## config.mk

```make
export PLATFORM = sky130hd
export DESIGN_NAME = gtx_oset_gen
export DESIGN_NICKNAME = d
export VERILOG_FILES = /design/src/rtl/gtx_pkg.sv /design/src/rtl/gtx_slot_track.sv /design/src/rtl/gtx_skew_buf.sv /design/src/rtl/gtx_seq_fsm.sv /design/src/rtl/gtx_oset_gen.sv
export SDC_FILE = /design/constraint.sdc
export NUM_CORES = 1
export LEC_CHECK = 0
export BUFFER_PORTS_ARGS = -buffer_cell sky130_fd_sc_hd__buf_2
export CORE_UTILIZATION = 40
export DETAILED_ROUTE_END_ITERATION = 8
export GPL_TIMING_DRIVEN = 0
export PLACE_DENSITY_LB_ADDON = 0.1
export SLEW_MARGIN = 15
export SYNTH_ARGS = -nofsm -noshare
export SYNTH_HDL_FRONTEND = slang
export SYNTH_SLANG_ARGS = --single-unit
```

## constraint.sdc

```tcl
create_clock -name clk -period 1.6 [get_ports clk]
set_input_delay 0.08 -clock clk [delete_from_list [all_inputs] [get_ports clk]]
set_output_delay 0.08 -clock clk [all_outputs]
set_load 0.1 [all_outputs]
```

## src/rtl/gtx_pkg.sv

```systemverilog
// Shared constants and types for the GMII transmit ordered-set generator.
// Assumes 8-bit GMII bytes; code-group byte values follow 8B/10B naming.
package gtx_pkg;
    localparam int BYTE_W = 8;

    localparam logic [BYTE_W-1:0] CG_K28_5 = 8'hBC;  // comma, even half of IDLE
    localparam logic [BYTE_W-1:0] CG_D5_6  = 8'hC5;  // disparity-flipping IDLE tail
    localparam logic [BYTE_W-1:0] CG_D16_2 = 8'h50;  // disparity-keeping IDLE tail
    localparam logic [BYTE_W-1:0] CG_K27_7 = 8'hFB;  // start delimiter
    localparam logic [BYTE_W-1:0] CG_K29_7 = 8'hFD;  // end delimiter
    localparam logic [BYTE_W-1:0] CG_K23_7 = 8'hF7;  // extend / pad

    typedef enum logic [1:0] {
        SEQ_IDLE = 2'd0,
        SEQ_DATA = 2'd1,
        SEQ_PAD1 = 2'd2,
        SEQ_PAD2 = 2'd3
    } seq_state_e;

    typedef struct packed {
        logic              en;
        logic              er;
        logic [BYTE_W-1:0] d;
    } gmii_beat_t;

    typedef struct packed {
        logic [BYTE_W-1:0] data;
        logic              k;
        logic              inv;
    } cg_req_t;
endpackage

```

## src/rtl/gtx_slot_track.sv

```systemverilog
// Even/odd position tracker.
// Holds the parity of the code group currently on the output and exposes
// the parity of the one the next clock edge will produce.
// Assumes one code group per clock, never stalled.
module gtx_slot_track #(
    parameter bit RESET_EVEN = 1'b1
) (
    input  logic clk,
    input  logic rst_n,
    output logic slot_even,
    output logic next_even
);
    logic even_q;

    // Toggle the position parity every clock; reset places an even slot on the output.
    always_ff @(posedge clk) begin
        if (!rst_n) even_q <= RESET_EVEN;
        else        even_q <= ~even_q;
    end

    assign slot_even = even_q;
    assign next_even = ~even_q;
endmodule

```

## src/rtl/gtx_skew_buf.sv

```systemverilog
// One-beat holding stage for odd-aligned frame starts.
// Registers every incoming GMII beat. When use_held is set, the sequencer
// sees the previous beat instead of the live one, which delays the frame by
// exactly one byte. Assumes use_held changes only at frame boundaries.
module gtx_skew_buf
    import gtx_pkg::*;
#(
    parameter int STAGES = 1
) (
    input  logic       clk,
    input  logic       rst_n,
    input  gmii_beat_t beat_in,
    input  logic       use_held,
    output gmii_beat_t beat_sel
);
    localparam int LAST = STAGES - 1;

    gmii_beat_t held_q [STAGES];

    generate
        for (genvar s = 0; s < STAGES; s++) begin : g_stage
            // Shift the beat history by one position per clock.
            always_ff @(posedge clk) begin
                if (!rst_n)      held_q[s] <= '0;
                else if (s == 0) held_q[s] <= beat_in;
                else             held_q[s] <= held_q[(s == 0) ? 0 : s - 1];
            end
        end
    endgenerate

    // Pick the live beat or the delayed one.
    assign beat_sel = use_held ? held_q[LAST] : beat_in;
endmodule

```

## src/rtl/gtx_seq_fsm.sv

```systemverilog
// Ordered-set sequencer.
// Chooses one code-group request per clock from the frame state, the
// position parity and the encoder's running disparity. Starts frames only
// on even positions, ends them with an end delimiter plus one or two pads,
// and picks the disparity-correcting IDLE only on the first IDLE of a gap.
// Assumes enable stays low for at least four clocks between frames.
module gtx_seq_fsm
    import gtx_pkg::*;
(
    input  logic       clk,
    input  logic       rst_n,
    input  gmii_beat_t beat_sel,
    input  logic       raw_en,
    input  logic       next_even,
    input  logic       slot_even,
    input  logic       disp_pos,
    output logic       lag_o,
    output cg_req_t    cg_o
);
    seq_state_e state_q, state_d;
    logic       first_q, first_d;
    logic       lag_q, lag_d;
    cg_req_t    cg_q, cg_d;

    localparam cg_req_t REQ_IDLE_K = '{data: CG_K28_5, k: 1'b1, inv: 1'b0};
    localparam cg_req_t REQ_SOP    = '{data: CG_K27_7, k: 1'b1, inv: 1'b0};
    localparam cg_req_t REQ_EOP    = '{data: CG_K29_7, k: 1'b1, inv: 1'b0};
    localparam cg_req_t REQ_PAD    = '{data: CG_K23_7, k: 1'b1, inv: 1'b0};
    localparam cg_req_t REQ_BAD    = '{data: '0,       k: 1'b0, inv: 1'b1};

    // Next request and next state from the current frame state.
    always_comb begin
        state_d = state_q;
        first_d = first_q;
        lag_d   = lag_q;
        cg_d    = cg_q;
        unique case (state_q)
            SEQ_IDLE: begin
                if (next_even) begin
                    if (beat_sel.en) begin
                        cg_d    = beat_sel.er ? REQ_BAD : REQ_SOP;
                        state_d = SEQ_DATA;
                        first_d = 1'b1;
                    end else begin
                        cg_d = REQ_IDLE_K;
                    end
                end else begin
                    cg_d.data = (first_q && disp_pos) ? CG_D5_6 : CG_D16_2;
                    cg_d.k    = 1'b0;
                    cg_d.inv  = 1'b0;
                    first_d   = 1'b0;
                    lag_d     = raw_en;
                end
            end
            SEQ_DATA: begin
                if (beat_sel.en) begin
                    if (beat_sel.er) cg_d = REQ_BAD;
                    else             cg_d = '{data: beat_sel.d, k: 1'b0, inv: 1'b0};
                end else begin
                    cg_d    = REQ_EOP;
                    state_d = SEQ_PAD1;
                end
            end
            SEQ_PAD1: begin
                cg_d = REQ_PAD;
                if (next_even) begin
                    state_d = SEQ_PAD2;
                end else begin
                    state_d = SEQ_IDLE;
                    lag_d   = 1'b0;
                    first_d = 1'b1;
                end
            end
            SEQ_PAD2: begin
                cg_d    = REQ_PAD;
                state_d = SEQ_IDLE;
                lag_d   = 1'b0;
                first_d = 1'b1;
            end
            default: begin
                state_d = SEQ_IDLE;
                cg_d    = REQ_IDLE_K;
            end
        endcase
    end

    // Register the request and the sequencing state.
    always_ff @(posedge clk) begin
        if (!rst_n) begin
            state_q <= SEQ_IDLE;
            first_q <= 1'b1;
            lag_q   <= 1'b0;
            cg_q    <= REQ_IDLE_K;
        end else begin
            state_q <= state_d;
            first_q <= first_d;
            lag_q   <= lag_d;
            cg_q    <= cg_d;
        end
    end

    assign lag_o = lag_q;
    assign cg_o  = cg_q;


    sop_even_chk: assert property (@(posedge clk) disable iff (!rst_n)
        (cg_q.k && cg_q.data == CG_K27_7) |-> slot_even);


    comma_even_chk: assert property (@(posedge clk) disable iff (!rst_n)
        (cg_q.k && cg_q.data == CG_K28_5) |-> slot_even);


    eop_pad_chk: assert property (@(posedge clk) disable iff (!rst_n)
        (cg_q.k && cg_q.data == CG_K29_7) |=> (cg_q.k && cg_q.data == CG_K23_7));


    pad_close_chk: assert property (@(posedge clk) disable iff (!rst_n)
        (cg_q.k && cg_q.data == CG_K23_7 && !slot_even) |=>
        (slot_even && (cg_q.inv || (cg_q.k &&
            (cg_q.data == CG_K28_5 || cg_q.data == CG_K27_7)))));


    inv_excl_chk: assert property (@(posedge clk) disable iff (!rst_n)
        cg_q.inv |-> !cg_q.k);
endmodule

```

## src/rtl/gtx_oset_gen.sv

```systemverilog
// GMII transmit ordered-set generator, top level.
// Connects the parity tracker, the one-beat holding stage and the sequencer.
// Outputs are registered; the encoder must return its running disparity
// on disp_pos in the same clock it consumes each request.
module gtx_oset_gen
    import gtx_pkg::*;
(
    input  logic              clk,
    input  logic              rst_n,
    input  logic              tx_en,
    input  logic              tx_er,
    input  logic [BYTE_W-1:0] txd,
    input  logic              disp_pos,
    output logic [BYTE_W-1:0] cg_data,
    output logic              cg_k,
    output logic              cg_inv,
    output logic              cg_even
);
    gmii_beat_t beat_raw, beat_sel;
    logic       slot_even, next_even, lag;
    cg_req_t    cg;

    assign beat_raw = '{en: tx_en, er: tx_er, d: txd};

    gtx_slot_track #(.RESET_EVEN(1'b1)) u_slot (
        .clk       (clk),
        .rst_n     (rst_n),
        .slot_even (slot_even),
        .next_even (next_even)
    );

    gtx_skew_buf #(.STAGES(1)) u_skew (
        .clk      (clk),
        .rst_n    (rst_n),
        .beat_in  (beat_raw),
        .use_held (lag),
        .beat_sel (beat_sel)
    );

    gtx_seq_fsm u_seq (
        .clk       (clk),
        .rst_n     (rst_n),
        .beat_sel  (beat_sel),
        .raw_en    (tx_en),
        .next_even (next_even),
        .slot_even (slot_even),
        .disp_pos  (disp_pos),
        .lag_o     (lag),
        .cg_o      (cg)
    );

    assign cg_data = cg.data;
    assign cg_k    = cg.k;
    assign cg_inv  = cg.inv;
    assign cg_even = slot_even;
endmodule

```

==> reports/metrics.yaml <==
clock_network:
  cts_root_buffer: "clkbuf_4"
  cts_resized: 0
  cts_buffer_depth: 2
  cts.clk_slew.worst_paths_ps: 130
  cts_tree: "yes"
  clock_latency_ps: 320
  htreeDepth: 1
  numClockSinks: 25
  postCtsHoldBufs: 8
  post_cts_buffers: 0
  numCtsBuffers: 3
synth:
  postSynthAreaPerCell_um2: 9.55
  synth_top_family_by_area: "simple AND/OR/NAND/NOR gates"
  syn-num-nets: 122
  synth_mux_area_share_pct: 9.62
  yosys_warnings: 0
  synth_fa_ha_area_share_pct: 0
  synth_cell_types: 30
  synth_xor_area_share_pct: 0
  ys_ff_latch: 25
  synthCells: 109
  synth-simple-area-share_pct: 19.4
  yosys_most_used_dff: "dfxtp_1"
  yosysTopAreaCell: "dfxtp_1"
  async_flop_share_pct: 0
  synth_area_um2: 1040
  synth_top_cell_area_share_pct: 48.1
  synth_edf_count: 0
  ys_top_cells_by_area: "dfxtp_1 48%, and2_1 5.4%, mux2_2 5.4%"
  synth_compound_area_share_pct: 18.1
  seq_area_frac_synth_pct: 48.1
timing:
  clock_skew_ps: 2.39
  relSlewSlack_pct: 67.9
  period_needed_ps: 1330
  hold_ws_ps: 14.4
  fmax_ghz: 0.752
  final.period_utilization_pct: 83.1
  hold_viol_final: 0
  tightest_slew_ps: 485
  fin_ws_ps: 270
  setup_viol: 0
  slew_viol_final: 0
  rsz0062_at_grt: "no"
  fin_setup_tns_ps: 0
worst_setup_path:
  crit_required_ps: 1810
  critPathBufInv: 1
  crit_path_start: "u_seq.lag_o"
  r2r_cells: 5
  reg2reg_to: "u_seq.first_q"
  setup.worst_path.end_class: "flip-flop"
  critPathSlowestCell: "dfxtp_1"
  cp.arrival_ps: 1540
  cpPeakStageDelay_ps: 350
  worstPathMaxFanout: 9
  regToRegSetupSlack_ps: 270
  reg2reg_from: "u_seq.lag_o"
  path_class: "flip-flop to flip-flop"
  start_kind: "flip-flop"
  crit_cells: 5
  critical-path-top-delay-family: "flip-flops"
  critical_path.cell_chain: "buf_6 -> mux2i_2 -> nor2_1 -> o32ai_1 -> nand2_1"
global_routing:
  grt_max_degree: 14
  grt_pass1_vias: 820
  antenna_found_initial: 0
  grt.total_usage_pct: 18.2
  grt_pass1_wl_mm: 3.62
  grt-ovfl-total: 0
hold_path:
  holdPathEnd: "u_skew.held_q[0][8]"
  whs_path_depth: 2
  hold_path_class: "primary input to flip-flop"
  hp-start: "tx_er"
drt:
  drt-total-wl_mm: 2.16
  drt_drc_violations_left: 0
  first_iter_violations: 16
  ant_nets: 0
  via_per_inst: 5.12
  wire_per_inst_um: 12.4
  vias: 891
  first_pass_iters: 4
placement:
  portBuffers: 23
  placement.setup.worst_slack_ps: 292
  dp_hpwl_mm: 1.56
  globalplace.congestion: 0.831
flow_run:
  drv_cap: 0
floorplanning:
  start_util_pct: 42.0
  fp.dieH_um: 53.0
  die-width_um: 53.0
  die_area_um2: 2810
  pin_count: 24
  core_region_area_um2: 2480
  row_count: 18
layout:
  nNetsFinal: 158
  final_cell_mix: "24 x buf_2, 24 x dfxtp_1, 11 x nand2_1, 10 x nor2_1, 9 x and2_1"
  drive_gt1_share_pct: 27.8
  n_antenna_cell: 0
  multi_input_area_um2: 490
  fillers: 250
  seqCellArea_um2: 502
  syn2layout_area_growth_pct: 25.0
pwr:
  p_leak_nw: 0.536
  vdd_drop_max_uv: 678
  p_per_area_nw_per_um2: 1050
run_status:
  status: "completed"
## per-layer routing
layer	GRT usage, %	wire length [µm]	vias to the layer above
li1	-	-	449
met1	22.5	1050	421
met2	31.0	996	19
met3	6.03	99	2
met4	2.63	15	0
met5	0	0	-
## layout make-up
cell class | count | area share, %
sequential | 25 | 38.6
buffer | 6 | 2.98
timing repair buffer | 31 | 15.0
inverter | 3 | 0.865
multi-input combinational | 75 | 37.7
tap | 30 | 2.88
clock buffer | 4 | 2.02
## sequential cells by signal, summed over array words and instances, names as in the netlist
name              flops
u_seq.state_q         2
u_seq.cg_o           10
u_skew.held_q        10
u_seq.lag_o           1
u_slot.slot_even      1
u_seq.first_q         1
## Yosys cell counts, types with 3 or more instances
cell type  number
nor2_1         10
mux2i_1         3
a32oi_1         3
o21ai_1         5
a21oi_1         3
a31oi_1         3
nand2_1        11
inv_1           3
mux2_2          5
clkbuf_1        3
and2_1          9
dfxtp_1        25
## worst max path at each step
stage | end
after detailed placement | u_seq.first_q
after floorplan | u_seq.first_q
final | u_seq.first_q
after CTS | u_seq.first_q
after global routing | u_seq.first_q
after global placement | u_seq.first_q
## power by group
part / switching (mW) / total [mW] / internal (mW)
clock network: 0.182 / 0.280 / 0.0976
registers: 0.0177 / 0.686 / 0.668
logic: 0.292 / 0.405 / 0.113
## cell families after synthesis
| family | count (synthesis) |
|---|---|
| multiplexers | 9 |
| AND/OR/NAND/NOR | 40 |
| flip-flops | 25 |
| AO/OA/AOI/OAI | 26 |
| buffers and inverters | 9 |
## per-stage QoR
step           instance area, µm²  utilization, %  cells  power, mW
3_3_place_gp                 1190            48.2    162       1.09
2_1_floorplan                1040               -    109       1.02
5_1_grt                      1300            52.5    174       1.44
4_1_cts                      1300            52.5    174       1.38
6_report                     1300            52.5    174       1.37
3_5_place_dp                 1190            48.2    162       1.09
Note: power is estimated with default switching activity, not from simulation.
